==> src/rtl/intr_ctl_pkg.sv <==
package intr_ctl_pkg;

    localparam int REG_W = 8;

    localparam int GIE_B = 7;
    localparam int RSV_B = 6;
    localparam int TEN_B = 5;
    localparam int XEN_B = 4;
    localparam int CEN_B = 3;
    localparam int TFL_B = 2;
    localparam int XFL_B = 1;
    localparam int CFL_B = 0;

    localparam int NUM_SRC = 3;

    typedef struct packed {
        logic gie;
        logic tmr_en;
        logic ext_en;
        logic chg_en;
        logic tmr_fl;
        logic ext_fl;
        logic chg_fl;
    } ctl_reg_t;

    function automatic logic [REG_W-1:0] ctl_pack(input ctl_reg_t r);
        logic [REG_W-1:0] v;
        v        = '0;
        v[GIE_B] = r.gie;
        v[RSV_B] = 1'b0;
        v[TEN_B] = r.tmr_en;
        v[XEN_B] = r.ext_en;
        v[CEN_B] = r.chg_en;
        v[TFL_B] = r.tmr_fl;
        v[XFL_B] = r.ext_fl;
        v[CFL_B] = r.chg_fl;
        return v;
    endfunction

    function automatic ctl_reg_t ctl_unpack(input logic [REG_W-1:0] v);
        ctl_reg_t r;
        r.gie    = v[GIE_B];
        r.tmr_en = v[TEN_B];
        r.ext_en = v[XEN_B];
        r.chg_en = v[CEN_B];
        r.tmr_fl = v[TFL_B];
        r.ext_fl = v[XFL_B];
        r.chg_fl = v[CFL_B];
        return r;
    endfunction

endpackage

==> src/rtl/intr_pin_sync.sv <==
module intr_pin_sync #(
    parameter int W      = 4,
    parameter int STAGES = 2
) (
    input  logic         clk,
    input  logic         rst_n,
    input  logic [W-1:0] din,
    output logic [W-1:0] dout
);
    localparam int LAST = STAGES - 1;

    logic [W-1:0] stage_d [STAGES];
    logic [W-1:0] stage_q [STAGES];

    always_comb begin
        stage_d[0] = din;
        for (int i = 1; i < STAGES; i++) begin
            stage_d[i] = stage_q[i-1];
        end
    end

    generate
        for (genvar g = 0; g < STAGES; g++) begin : g_stage
            always_ff @(posedge clk or negedge rst_n) begin
                if (!rst_n) stage_q[g] <= '0;
                else        stage_q[g] <= stage_d[g];
            end
        end
    endgenerate

    assign dout = stage_q[LAST];
endmodule

==> src/rtl/intr_chg_detect.sv <==
module intr_chg_detect #(
    parameter int W      = 4,
    parameter int STAGES = 2
) (
    input  logic         clk,
    input  logic         rst_n,
    input  logic [W-1:0] pins,
    output logic         chg_evt
);
    logic [W-1:0] sync_pins;
    logic [W-1:0] prev_d, prev_q;

    intr_pin_sync #(.W(W), .STAGES(STAGES)) i_sync (
        .clk   (clk),
        .rst_n (rst_n),
        .din   (pins),
        .dout  (sync_pins)
    );

    always_comb begin
        prev_d  = sync_pins;
        chg_evt = |(sync_pins ^ prev_q);
    end

    always_ff @(posedge clk or negedge rst_n) begin
        if (!rst_n) prev_q <= '0;
        else        prev_q <= prev_d;
    end
endmodule

==> src/rtl/intr_req_merge.sv <==
module intr_req_merge #(
    parameter int NSRC = 3
) (
    input  logic            gie,
    input  logic [NSRC-1:0] src_en,
    input  logic [NSRC-1:0] src_fl,
    output logic            irq
);
    logic [NSRC-1:0] pend;

    generate
        for (genvar g = 0; g < NSRC; g++) begin : g_src
            assign pend[g] = src_en[g] & src_fl[g];
        end
    endgenerate

    assign irq = gie & (|pend);
endmodule

==> src/rtl/intr_ctl_reg.sv <==
module intr_ctl_reg
    import intr_ctl_pkg::*;
#(
    parameter int   PIN_W        = 4,
    parameter int   SYNC_STAGES  = 2,
    parameter logic CHG_FLAG_RST = 1'b0
) (
    input  logic             clk,
    input  logic             rst_n,
    input  logic             wr_en,
    input  logic [REG_W-1:0] wr_data,
    output logic [REG_W-1:0] rd_data,
    input  logic             tmr_evt,
    input  logic             ext_evt,
    input  logic [PIN_W-1:0] port_pins,
    output logic             irq_req
);
    ctl_reg_t reg_d, reg_q;
    logic     chg_evt;

    intr_chg_detect #(.W(PIN_W), .STAGES(SYNC_STAGES)) i_chg (
        .clk     (clk),
        .rst_n   (rst_n),
        .pins    (port_pins),
        .chg_evt (chg_evt)
    );

    // Write first, then OR in hardware sets so an event beats a clearing write.
    always_comb begin
        reg_d = reg_q;
        if (wr_en) begin
            reg_d = ctl_unpack(wr_data);
        end
        reg_d.tmr_fl = reg_d.tmr_fl | tmr_evt;
        reg_d.ext_fl = reg_d.ext_fl | ext_evt;
        reg_d.chg_fl = reg_d.chg_fl | chg_evt;
    end

    always_ff @(posedge clk or negedge rst_n) begin
        if (!rst_n) begin
            reg_q        <= '0;
            reg_q.chg_fl <= CHG_FLAG_RST;
        end else begin
            reg_q <= reg_d;
        end
    end

    intr_req_merge #(.NSRC(NUM_SRC)) i_merge (
        .gie    (reg_q.gie),
        .src_en ({reg_q.tmr_en, reg_q.ext_en, reg_q.chg_en}),
        .src_fl ({reg_q.tmr_fl, reg_q.ext_fl, reg_q.chg_fl}),
        .irq    (irq_req)
    );

    assign rd_data = ctl_pack(reg_q);
endmodule

==> config.mk <==
export PLATFORM = sky130hd
export DESIGN_NAME = intr_ctl_reg
export DESIGN_NICKNAME = d
export VERILOG_FILES = /design/src/rtl/intr_ctl_pkg.sv /design/src/rtl/intr_pin_sync.sv /design/src/rtl/intr_chg_detect.sv /design/src/rtl/intr_req_merge.sv /design/src/rtl/intr_ctl_reg.sv
export SDC_FILE = /design/constraint.sdc
export NUM_CORES = 1
export LEC_CHECK = 0
export BUFFER_PORTS_ARGS = -buffer_cell sky130_fd_sc_hd__buf_2
export CAP_MARGIN = 10
export CELL_PAD_IN_SITES_DETAIL_PLACEMENT = 1
export CELL_PAD_IN_SITES_GLOBAL_PLACEMENT = 1
export CORE_MARGIN = 1
export CORE_UTILIZATION = 35
export DETAILED_ROUTE_END_ITERATION = 16
export GPL_TIMING_DRIVEN = 0
export PLACE_DENSITY_LB_ADDON = 0.1
export SYNTH_ARGS = -nofsm -noshare
export SYNTH_HDL_FRONTEND = slang
export SYNTH_SLANG_ARGS = --single-unit
export TNS_END_PERCENT = 50
==> constraint.sdc <==
create_clock -name clk -period 1.81 [get_ports clk]
set_clock_uncertainty 0.2 [all_clocks]
set_input_delay 0.4525 -clock clk [delete_from_list [all_inputs] [get_ports clk]]
set_output_delay 0.4525 -clock clk [all_outputs]
set_load 0.01 [all_outputs]
==> metrics <==
status=finished with violations; failing checks=setup timing; DRC Markers=0; fraction of registers with async set/reset=100%; starting density of the core=38.1%; first-pass iteration count of the detailed router=4; top-count cell post-synth=dfrtp_1; FF-to-FF End=rd_data[0]$_DFF_PN0_; post-CTS sizing=0; Max Cap Viol=0; Min-Delay Endpoint=i_chg.i_sync.stage_d[2]$_DFF_PN0_; first-pass GRT wire length=1940 um; post-synthesis cell type count=15; top cells by area in the synthesized netlist=dfrtp_1 72%, mux2_4 4.5%, xor2_1 4.0%; hold crit path type=input pin to flip-flop; total power=759 uW; row cnt=15; synthesized area=664 um^2; sequential-to-total area share from yosys stat=71.6%; die width=45.6 um; Min Hold Slack=0.0691 ns; I/O pins=26; Setup crit start kind=flip-flop; Worst R2R Path Depth=3; kind of critical path=flip-flop to output port; area occupied by multi-input gates=163 um^2; final worst setup slack=-0.0974 ns; # fillers=191; top-area cell type share of the netlist area=71.6%; DRT Wirelength=1160 um; power per cell area=900 nW/um^2; Clk pin slew, worst setup/hold paths=0.10 ns; initial antenna violation count=0; Fin. Hold Viols=0; Vias=395; met2 Use GR=22.0%; worst hold stages=1; CTS max path bufs=2; clk_lat worst skew=0.28 ns; number of flops mapped to enable cells by yosys=0; Reg-to-Reg Start=i_chg.prev_q[0]$_DFF_PN0_; Final #Nets=85; CTS H-Tree Depth=1; Worst Path Max Fanout=3; number of global-route vias before repair=414; met3 GRT Util=4.76%; met1 GRT Util=18.1%; root buffer cell=clkbuf_4; wire per inst=12.6 um; crit end category=output port; Die H=45.6 um; register area=475 um^2; Final Slew Violations=0; Req. time, crit path=1.16 ns; CORE AREA=1750 um^2; fmax=524 MHz; area leader, netlist=dfrtp_1; fraction of layout instances using a drive strength above 1=52.2%; RSZ-0062 raised after global routing=yes; CTS sink count=19; minimum clock period after layout=1.91 ns; Post-synth top cells=19 x dfrtp_1, 3 x xor2_1; Final period util=105%; gpl congestion=0.605; flop-to-flop setup slack=0.67 ns; core utilization of the finished layout=48.3%; CTS tree=built; TritonCTS Buffers=3; post-CTS setup buffer count=0; GRT Total Usage=13.9%; Area growth syn-to-layout=26.9%; GRT busiest layer=met2; ys flop type=dfrtp_1; Final setup viols=1; number of synthesized register bits=19; Congestion Overflow GR=0; die area=2080 um^2; Syn Inst Count=40; Syn Nets=57; post-DR vias/cell=4.29; Critical Path AT=1.25 ns; largest net degree at the start of global routing=20; antenna cells=0; syn avg cell area=16.6 um^2; ANT nets after route=0; yosys warns=0; PortBufs=22; hold path start=port_pins[2]; pre-CTS setup slack=0.195 ns; drt initial violations=5; leakage=0.000407 uW; Max VDD drop=0.500 mV
==> report_power, final <==
| group | switching, uW | internal, uW | leakage [uW] |
|---|---|---|---|
| clock network | 118 | 81.9 | 0.0000177 |
| logic | 39.7 | 51.5 | 0.000174 |
| registers | 17.1 | 450 | 0.000216 |
| total | 175 | 584 | 0.000407 |
==> critical path: stages (launching register included) <==
cell	delay (ns)
dfrtp_1	0.41
a222oi_1	0.35
nor2b_1	0.08
buf_2	0.14
==> cells in the final DEF (no fill, tap or decap) <==
| master | count |
|---|---|
| a211o_1 | 2 |
| xnor2_1 | 1 |
| clkbuf_4 | 3 |
| nor2b_2 | 2 |
| dlygate4sd3_1 | 1 |
| buf_2 | 22 |
| buf_4 | 2 |
| mux2_4 | 2 |
| dfrtp_1 | 19 |
| conb_1 | 1 |
| mux2i_1 | 1 |
| nor2b_1 | 1 |
| clkinv_2 | 1 |
| mux2_2 | 2 |
| buf_6 | 1 |
| a222oi_1 | 1 |
| xor2_1 | 3 |
| nand3_1 | 1 |
| nor3_1 | 1 |
==> what timing repair did <==
| item | CTS | global route |
|---|---|---|
| hold buffers | 1 | 0 |
| endpoints found under the setup margin | 1 | 1 |
| hold endpoints to repair | 19 | 0 |
==> layer usage <==
metal / part of all wire, % / wire (um)
met1: 44 / 510
met4: 0 / 0
met5: 0 / 0
met3: 4.6 / 53
met2: 51 / 595
==> registers in the layout (all words and copies together), names as in the netlist <==
signal,count
i_chg.i_sync.dout,4
rd_data,7
i_chg.prev_q,4
i_chg.i_sync.stage_d,4
==> cells by family (layout without fill, tap and decap cells) <==
group	after synthesis	count (layout)	share of synthesized area [%]
AO/OA/AOI/OAI	3	3	4.14
buffers and inverters	3	30	3.95
AND/OR/NAND/NOR	5	5	5.08
flip-flops	19	19	71.6
multiplexers	5	5	9.42
XOR/XNOR	4	4	5.27
other	1	1	0.564
==> how the worst max path moves through the flow <==
| stage | startpoint | end | slack [ns] | cells after the start |
|---|---|---|---|---|
| 4_1_cts | rd_data[0]$_DFF_PN0_ | irq_req | -0.13 | 3 |
| 3_3_place_gp | rd_data[0]$_DFF_PN0_ | irq_req | 0.19 | 3 |
| 3_5_place_dp | rd_data[3]$_DFFE_PN0P_ | irq_req | 0.19 | 3 |
| 5_1_grt | rd_data[0]$_DFF_PN0_ | irq_req | -0.25 | 3 |
| 6_report | rd_data[0]$_DFF_PN0_ | irq_req | -0.1 | 3 |
| 2_1_floorplan | rd_data[0]$_DFF_PN0_ | irq_req | 0.31 | 2 |
==> stage by stage <==
step	std cells	area, um^2	setup TNS [ns]
after floorplan	40	664	0
after global placement	87	806	0
after detailed placement	87	806	0
after CTS	92	843	-0.132
after global routing	92	843	-0.246
final	92	843	-0.0974
==> layout make-up <==
| cell class | count | area share, % |
|---|---|---|
| clock inverter | 1 | 0.593 |
| buffer | 3 | 3.12 |
| clock buffer | 3 | 2.67 |
| timing repair buffer | 23 | 14.2 |
| sequential | 19 | 56.4 |
| tap | 25 | 3.71 |
| multi-input combinational | 18 | 19.3 |
Power figures use the tool's default switching activity.
